**src/rtl/sram_ctrl_pkg.sv**
```systemverilog
package sram_ctrl_pkg;

    typedef enum logic [2:0] {
        ST_IDLE      = 3'd0,
        ST_WR_SETUP  = 3'd1,
        ST_WR_STROBE = 3'd2,
        ST_WR_HOLD   = 3'd3,
        ST_RD_ACCESS = 3'd4,
        ST_RECOVER   = 3'd5
    } ctrl_state_e;

    function automatic int ns_to_cycles(input int ns, input int period_ps);
        return (ns * 1000 + period_ps - 1) / period_ps;
    endfunction

    function automatic int max_of(input int a, input int b);
        return (a > b) ? a : b;
    endfunction

endpackage

```
**src/rtl/sram_phase_timer.sv**
```systemverilog
module sram_phase_timer #(
    parameter int TW = 5
) (
    input  logic          clk,
    input  logic          rst_n,
    input  logic          load,
    input  logic [TW-1:0] load_val,
    output logic          expired
);
    logic [TW-1:0] cnt_q;

    always_ff @(posedge clk or negedge rst_n) begin
        if (!rst_n)
            cnt_q <= '0;
        else if (load)
            cnt_q <= load_val;
        else if (cnt_q != '0)
            cnt_q <= cnt_q - 1'b1;
    end

    assign expired = (cnt_q == '0);
endmodule

```
**src/rtl/sram_rd_capture.sv**
```systemverilog
module sram_rd_capture #(
    parameter int DW = 8
) (
    input  logic          clk,
    input  logic          rst_n,
    input  logic          capture,
    input  logic          wr_finish,
    input  logic [DW-1:0] bus_in,
    output logic [DW-1:0] rdata,
    output logic          done
);
    always_ff @(posedge clk or negedge rst_n) begin
        if (!rst_n) begin
            rdata <= '0;
            done  <= 1'b0;
        end else begin
            done <= capture | wr_finish;
            if (capture)
                rdata <= bus_in;
        end
    end

    // completion is a single-cycle pulse
    assert_done_single_R3: assert property (@(posedge clk) disable iff (!rst_n)
        done |=> !done)
        else $error("done held longer than one cycle");
endmodule

```
**src/rtl/sram_async_ctrl.sv**
```systemverilog
module sram_async_ctrl
    import sram_ctrl_pkg::*;
#(
    parameter int AW       = 17,
    parameter int DW       = 8,
    parameter int CLK_PS   = 4000,
    parameter int ACC_NS   = 70,
    parameter int OE_NS    = 35,
    parameter int CYC_NS   = 70,
    parameter int WEP_NS   = 60,
    parameter int DSU_NS   = 30,
    parameter int ASU_NS   = 60,
    parameter int HIZ_NS   = 25
) (
    input  logic          clk,
    input  logic          rst_n,
    input  logic          req_valid,
    output logic          req_ready,
    input  logic          req_write,
    input  logic [AW-1:0] req_addr,
    input  logic [DW-1:0] req_wdata,
    output logic          rsp_done,
    output logic [DW-1:0] rsp_rdata,
    output logic [AW-1:0] mem_addr,
    output logic          mem_ce_n,
    output logic          mem_cs,
    output logic          mem_we_n,
    output logic          mem_oe_n,
    output logic [DW-1:0] mem_dq_out,
    output logic          mem_dq_oe,
    input  logic [DW-1:0] mem_dq_in
);
    localparam int CYC_C   = ns_to_cycles(CYC_NS, CLK_PS);
    localparam int RD_CYC  = max_of(max_of(ns_to_cycles(ACC_NS, CLK_PS),
                                           ns_to_cycles(OE_NS, CLK_PS)), CYC_C);
    localparam int WE_CYC  = max_of(max_of(ns_to_cycles(WEP_NS, CLK_PS),
                                           ns_to_cycles(DSU_NS, CLK_PS)),
                                    max_of(ns_to_cycles(ASU_NS, CLK_PS) - 1, 1));
    localparam int REL_CYC = max_of(ns_to_cycles(HIZ_NS, CLK_PS), 1);
    localparam int WR_USED = WE_CYC + 2;
    localparam int WR_REC  = max_of(CYC_C - WR_USED, 1);
    localparam int TW      = $clog2(RD_CYC + WE_CYC + REL_CYC + WR_REC + 2);

    ctrl_state_e   state_q, state_d;
    logic          tmr_load, tmr_expired;
    logic [TW-1:0] tmr_val;
    logic          cap_rd, wr_finish;
    logic [DW-1:0] wdata_q;
    logic          accept;

    assign accept = (state_q == ST_IDLE) && req_valid;

    // state register
    always_ff @(posedge clk or negedge rst_n) begin
        if (!rst_n)
            state_q <= ST_IDLE;
        else
            state_q <= state_d;
    end

    // request latch: address only moves on acceptance, while deselected
    always_ff @(posedge clk or negedge rst_n) begin
        if (!rst_n) begin
            mem_addr <= '0;
            wdata_q  <= '0;
        end else if (accept) begin
            mem_addr <= req_addr;
            wdata_q  <= req_wdata;
        end
    end

    // next state and phase timer loading
    always_comb begin
        state_d   = state_q;
        tmr_load  = 1'b0;
        tmr_val   = '0;
        cap_rd    = 1'b0;
        wr_finish = 1'b0;
        unique case (state_q)
            ST_IDLE: begin
                if (req_valid) begin
                    tmr_load = 1'b1;
                    if (req_write) begin
                        state_d = ST_WR_SETUP;
                    end else begin
                        state_d = ST_RD_ACCESS;
                        tmr_val = TW'(RD_CYC - 1);
                    end
                end
            end
            ST_WR_SETUP: begin
                if (tmr_expired) begin
                    state_d  = ST_WR_STROBE;
                    tmr_load = 1'b1;
                    tmr_val  = TW'(WE_CYC - 1);
                end
            end
            ST_WR_STROBE: begin
                if (tmr_expired) begin
                    state_d  = ST_WR_HOLD;
                    tmr_load = 1'b1;
                end
            end
            ST_WR_HOLD: begin
                state_d   = ST_RECOVER;
                tmr_load  = 1'b1;
                tmr_val   = TW'(WR_REC - 1);
                wr_finish = 1'b1;
            end
            ST_RD_ACCESS: begin
                if (tmr_expired) begin
                    state_d  = ST_RECOVER;
                    tmr_load = 1'b1;
                    tmr_val  = TW'(REL_CYC - 1);
                    cap_rd   = 1'b1;
                end
            end
            ST_RECOVER: begin
                if (tmr_expired)
                    state_d = ST_IDLE;
            end
            default: state_d = ST_IDLE;
        endcase
    end

    // outputs decoded from the registered state
    always_comb begin
        req_ready  = 1'b0;
        mem_ce_n   = 1'b1;
        mem_cs     = 1'b0;
        mem_we_n   = 1'b1;
        mem_oe_n   = 1'b1;
        mem_dq_oe  = 1'b0;
        unique case (state_q)
            ST_IDLE:      req_ready = 1'b1;
            ST_WR_SETUP: begin
                mem_ce_n = 1'b0;
                mem_cs   = 1'b1;
            end
            ST_WR_STROBE: begin
                mem_ce_n  = 1'b0;
                mem_cs    = 1'b1;
                mem_we_n  = 1'b0;
                mem_dq_oe = 1'b1;
            end
            ST_WR_HOLD: begin
                mem_ce_n  = 1'b0;
                mem_cs    = 1'b1;
                mem_dq_oe = 1'b1;
            end
            ST_RD_ACCESS: begin
                mem_ce_n = 1'b0;
                mem_cs   = 1'b1;
                mem_oe_n = 1'b0;
            end
            ST_RECOVER: ;
            default: ;
        endcase
    end

    assign mem_dq_out = wdata_q;

    sram_phase_timer #(.TW(TW)) u_timer (
        .clk      (clk),
        .rst_n    (rst_n),
        .load     (tmr_load),
        .load_val (tmr_val),
        .expired  (tmr_expired)
    );

    sram_rd_capture #(.DW(DW)) u_capture (
        .clk       (clk),
        .rst_n     (rst_n),
        .capture   (cap_rd),
        .wr_finish (wr_finish),
        .bus_in    (mem_dq_in),
        .rdata     (rsp_rdata),
        .done      (rsp_done)
    );

    // ---------------- checks on the memory-side timing ----------------
    localparam int GW = $clog2(WE_CYC + REL_CYC + 2);
    logic [GW-1:0] we_low_cnt, oe_high_cnt;

    always_ff @(posedge clk or negedge rst_n) begin
        if (!rst_n) begin
            we_low_cnt  <= '0;
            oe_high_cnt <= GW'(REL_CYC);
        end else begin
            we_low_cnt <= mem_we_n ? '0 : we_low_cnt + 1'b1;
            if (!mem_oe_n)
                oe_high_cnt <= '0;
            else if (oe_high_cnt < GW'(REL_CYC))
                oe_high_cnt <= oe_high_cnt + 1'b1;
        end
    end

    assert_idle_standby_R1: assert property (@(posedge clk) disable iff (!rst_n)
        req_ready |-> (mem_ce_n && !mem_cs && mem_we_n && mem_oe_n && !mem_dq_oe))
        else $error("idle outputs not in standby pattern");

    assert_strobe_width_R4: assert property (@(posedge clk) disable iff (!rst_n)
        $rose(mem_we_n) |-> (we_low_cnt >= GW'(WE_CYC)))
        else $error("write strobe shorter than required");

    assert_no_contention_R5: assert property (@(posedge clk) disable iff (!rst_n)
        mem_dq_oe |-> mem_oe_n)
        else $error("drivers on while memory output enabled");

    assert_we_guarded_R6: assert property (@(posedge clk) disable iff (!rst_n)
        !mem_we_n |-> (!mem_ce_n && mem_cs && mem_oe_n))
        else $error("write strobe outside a selected, output-disabled window");

    assert_addr_stable_R7: assert property (@(posedge clk) disable iff (!rst_n)
        (!mem_ce_n && !accept) |=> $stable(mem_addr))
        else $error("address moved while chip enabled");

    assert_float_guard_R8: assert property (@(posedge clk) disable iff (!rst_n)
        $rose(mem_dq_oe) |-> (oe_high_cnt >= GW'(REL_CYC)))
        else $error("drivers enabled before memory output floated");

    assert_accept_idle_R10: assert property (@(posedge clk) disable iff (!rst_n)
        (state_q != ST_IDLE) |=> $stable(mem_addr) || (state_q == ST_IDLE))
        else $error("request latched while busy");
endmodule

```
**config.mk**
```make
export PLATFORM = sky130hd
export DESIGN_NAME = sram_async_ctrl
export DESIGN_NICKNAME = d
export VERILOG_FILES = /design/src/rtl/sram_ctrl_pkg.sv /design/src/rtl/sram_phase_timer.sv /design/src/rtl/sram_rd_capture.sv /design/src/rtl/sram_async_ctrl.sv
export SDC_FILE = /design/constraint.sdc
export NUM_CORES = 1
export LEC_CHECK = 0
export ABC_AREA = 0
export BUFFER_PORTS_ARGS = -buffer_cell sky130_fd_sc_hd__buf_2
export CAP_MARGIN = 25
export CORE_ASPECT_RATIO = 0.6
export CORE_MARGIN = 3
export CORE_UTILIZATION = 30
export DETAILED_ROUTE_END_ITERATION = 12
export SLEW_MARGIN = 0
export SYNTH_ARGS = -nofsm -noshare
export SYNTH_HDL_FRONTEND = slang
export SYNTH_SLANG_ARGS = --single-unit
```
**constraint.sdc**
```tcl
create_clock -name clk -period 2.5 [get_ports clk]
set_clock_uncertainty 0.15 [all_clocks]
set_input_delay 0.125 -clock clk [delete_from_list [all_inputs] [get_ports clk]]
set_output_delay 0.125 -clock clk [all_outputs]
set_load 0.02 [all_outputs]
```
# Word level (Yosys, flattened, before mapping)
# Index checks and enable logic that the tools add are counted.
# W data, S select, Z words.
# word_totals
ff_bits	43
input_bits	37
out_inout_bits	40
elab_cells	52
# classes
addsub	1
eq_ne	10
n_mux	25
bitwise_logic	1
reduce_logical	9
# op_table
op	n
$mux W3	7
$pmux W3 S6	1
$pmux W5 S3	1
$mux W6	2
$mux W1	10
$mux W5	2
$ne A2 B2 Y1 const B	5
$eq A3 B2 Y1 const B	2
$eq A3 B3 Y1 const B	2
$logic_not A6 Y1	1
$reduce_bool A6 Y1	1
$sub A6 B1 Y6 const B	1
$reduce_and A5 Y1	1
$mux W4	1
$reduce_or A4 Y1	1
$eq A3 B1 Y1 const B	1
$logic_not A3 Y1	1
$pmux W1 S3	1
$reduce_or A3 Y1	1
$reduce_bool A2 Y1	1
$reduce_or A2 Y1	1
$logic_and A1 B1 Y1	1
$or A1 B1 Y1	1

# Longest topological paths before layout
# logic_depth
ltp_word	4
ltp_mapped	6
mapped_depth_nobuf	6

# Cells and area by module
# Synthesis repeated with hierarchy kept, for this count alone.
# hier_totals
hier_cells	149
hier_area_um2	2102.0
# modules_own_cells
mod	n_inst	cells_per_inst	area_each_um2	seq_area_each_um2
sram_async_ctrl	1	90	1338.8	700.7
sram_phase_timer	1	40	400.4	150.1
sram_rd_capture	1	19	362.8	225.2

# Least setup slack after synthesis
# No wires, ideal clock.
# synth_timing
path_kind	register to register
start	register state_q[0]
end	register mem_addr[0]
setup_ns	0.116
t_arrival_ns	1.705
required_time_ns	2.234
path_slack_ns	0.529
stages_incl_launch_ff	7
n_path_buf	2
synth_period_minus_slack_ns	1.971
path_cell_list	dfrtp_1 buf_4 nor3_1 nand2_2 buf_6 nand2_1 nand2_1
# synth_between
elab_chain_len	2
# synth_rtl
item	line	source
start, declared	sram_async_ctrl.sv:44	ctrl_state_e state_q, state_d;
start signal, assigned	sram_async_ctrl.sv:58	state_q <= state_d;
$logic_not A3 Y1	sram_async_ctrl.sv:51	assign accept = (state_q == ST_IDLE) && req_valid;
$logic_and A1 B1 Y1	sram_async_ctrl.sv:51	
end signal, assigned	sram_async_ctrl.sv:67	mem_addr <= req_addr;
end, declared	sram_async_ctrl.sv:24	output logic [AW-1:0] mem_addr,
# No other way between the ends.
# A chain may end at the register's enable or synchronous reset.

# Final worst setup path
# layout_timing
start	register u_timer.cnt_q[0]
end	register u_capture.rdata[3]
# layout_between
elab_chain_len	3
# layout_rtl
item	line	source
start, declared	sram_phase_timer.sv:10	logic [TW-1:0] cnt_q;
start signal, assigned	sram_phase_timer.sv:16	cnt_q <= load_val;
start signal, assigned	sram_phase_timer.sv:18	cnt_q <= cnt_q - 1'b1;
$logic_not A6 Y1	sram_phase_timer.sv:21	assign expired = (cnt_q == '0);
$mux W1	sram_async_ctrl.sv:111	if (tmr_expired) begin
$mux W1	sram_async_ctrl.sv:79	unique case (state_q)
end signal, assigned	sram_rd_capture.sv:19	rdata <= bus_in;
end, declared	sram_rd_capture.sv:9	output logic [DW-1:0] rdata,
# No other way between the ends.

==> impl_results.md <==
- P_leak: 1.463 nW
- Req. time, crit path: 2.53 ns
- Final #Nets: 353
- Avg Cell Area, Syn: 9.536 um^2
- Synth Warn #: 0
- Final GP Congestion: 0.8318
- Setup slack at placement: 0.4545 ns
- GRT Total Usage: 13.19%
- Row count: 22
- Die width: 110.5 um
- Fill cells: 621
- Commonest non-fill, non-tap cells in the layout: 82 x nand2_1, 76 x buf_2, 43 x dfrtp_1
- Ys flop type: dfrtp_1
- CP top delay family: simple AND/OR/NAND/NOR gates
- Initial antenna violation count: 0
- Vias: 1772
- Worst Hold Class: primary input to asynchronous set/reset pin
- Final std cells w/o fill: 400
- Crit. End Element: flop
- H-Tree Depth: 2
- Vias in the first global route: 1711
- Placed cell area: 2382 um^2
- TritonCTS clock tree: done
- Die Y: 68.68 um
- Slew HR: 58.62%
- Initial DRC count: 123
- Worst-path clk slew: 0.08 ns
- Mapped Cells: 206
- Routed WL per cell: 12.58 um
- Post-route ant nets: 0
- Clk root buf: clkbuf_8
- Critical Path, Cell by Cell: inv_1 -> ha_1 -> nor3b_4 -> and2_2 -> nand3_4 -> mux2_2
- Storage cell area: 1076 um^2
- Worst path bufs/invs: 1
- Placed wire-length estimate: 3.245 mm
- Port Buffer Count: 76
- Setup violators final: 0
- CTS Sinks: 43
- Die area: 7587 um^2
- Max Cap Viol: 0
- Unique cell type count in the Yosys netlist: 39
- DRT Pass-1 Iters: 4
- IO Count: 77
- Syn nets: 244
- Most common cell after layout, fill and taps aside: nand2_1
- Yosys reg bits: 43
- WHS: 0.008572 ns
- Crit start category: flop
- Register area share after synthesis: 54.78%
- Unrepaired setup endpoints after global routing: no
- Cts bufs inserted: 5
- Fin util: 45.76%
- Global route overflow: 0
- Asr flop ratio synth: 100.0%
- Power, Total: 3.110 mW
- ANT cells: 0
- Routed vias/inst: 4.430
- Crit-path slowest cell: dfrtp_1
- Post-synth EDFFs: 0
- P&R area growth vs syn: 44.90%
- P per Cell Area: 1093 nW/um^2
- Area of the multi-input gates: 790.8 um^2
- Final Instance Area: 2846 um^2
- Final Slew Violations: 0
- Maximum VDD drop: 0.6346 mV
- Final wirelength: 5.031 mm
- CP Max Fanout: 9
- Final setup TNS: 0 ns
- First-pass GRT wire length: 8.155 mm
- Max stage delay on crit path: 0.42 ns
- Share of cells above drive strength 1: 31.96%
- Cell Count Post-Placement: 357
- Core area: 6221 um^2
- Fmax: 482.8 MHz
- Synth Cell Area: 1964 um^2
- Outcome: completed
- Largest net degree at the start of global routing: 44
- Critical path class: flop to flop
- Final setup margin: 0.4286 ns
- Fin crit share: 82.86%
- Clk_lat worst skew: 0.29 ns
- Residual DRC count: 0
- Starting Density: 31.58%
- Final hold violation count: 0
- Slew of the pin with the lowest slew margin: 0.6207 ns
- Arr. time, crit path: 2.10 ns
- # resized after CTS: 0
- Max clock buf depth: 2
- Final Critical Period: 2.071 ns
## flip-flops by register name, summed over array words and instances, names as in the netlist
register	count
mem_addr	17
mem_dq_out	8
u_capture.rdata	8
u_timer.cnt_q	6
state_q	3
u_capture.done	1
## where the power goes
part | total (mW) | internal (mW) | switching (mW)
Sequential | 1.28 | 1.02 | 0.257
Clock | 0.491 | 0.252 | 0.239
Combinational | 1.34 | 0.540 | 0.803
## repair_timing
item | 4_1_cts | 5_1_grt
hold endpoints to repair | 76 | 0
hold buffers | 34 | 0
setup buffers | 0 | 0
## Yosys cell counts, drive strengths merged (3+ instances only)
master	count	share of area, %
mux2	8	4.6
nand2b	3	0.96
nand3	3	1.4
a21oi	8	2.0
buf	6	2.5
dfrtp	43	55
nor3	3	0.76
o21ai	7	1.8
nor2	6	1.5
inv	6	1.1
nand2	84	16
clkbuf	4	1.3
## cell families (layout without fill, tap and decap cells)
logic type	Yosys count	count (layout)	synth area share (%)
adder cells (fa/ha/maj)	1	1	0.6368
XOR/XNOR	4	4	1.784
flip-flops	43	43	54.78
multiplexers	9	9	5.096
AND/OR/NAND/NOR	109	109	25.22
AO/OA/AOI/OAI	24	24	7.516
buffers and inverters	16	126	4.967
## final cells by class
class                   count  area share, %
inverters                   6         0.7912
repair buffers            112          26.29
clock buffers               7          3.385
flip-flops and latches     43          37.80
clock inverters             1         0.2637
well taps                  84          3.692
multi-input cells         147          27.78
## path summary, 6_finish.rpt
path                                   from                  to  slack [ns]  cells after the start
max                        u_timer.cnt_q[0]  u_capture.rdata[3]        0.43                      6
max reg2reg                u_timer.cnt_q[0]  u_capture.rdata[3]        0.43                      6
min reg2reg                     mem_addr[0]         mem_addr[0]        0.32                      2
max in group asynchronous             rst_n          state_q[0]        1.78                      3
min in group clk                  req_write    u_timer.cnt_q[4]        0.01                      4
min                                   rst_n       mem_dq_out[6]       0.009                      2
## worst reg2reg max path, delay by kind of cell, from the launching register on
family,cells,cell delay [ns]
buf+inv,1,0.09
simple gates,3,0.76
flops,1,0.42
fa+ha+maj,1,0.22
mux,1,0.34
## metal layers
layer	wire length, um	vias up	global-route usage [%]
met3	295	2	3.923
met5	0	-	0
met4	15	0	2.458
li1	-	888	-
met1	2426	829	17.65
met2	2293	53	21.75
Note: power is estimated with default switching activity, not from simulation.
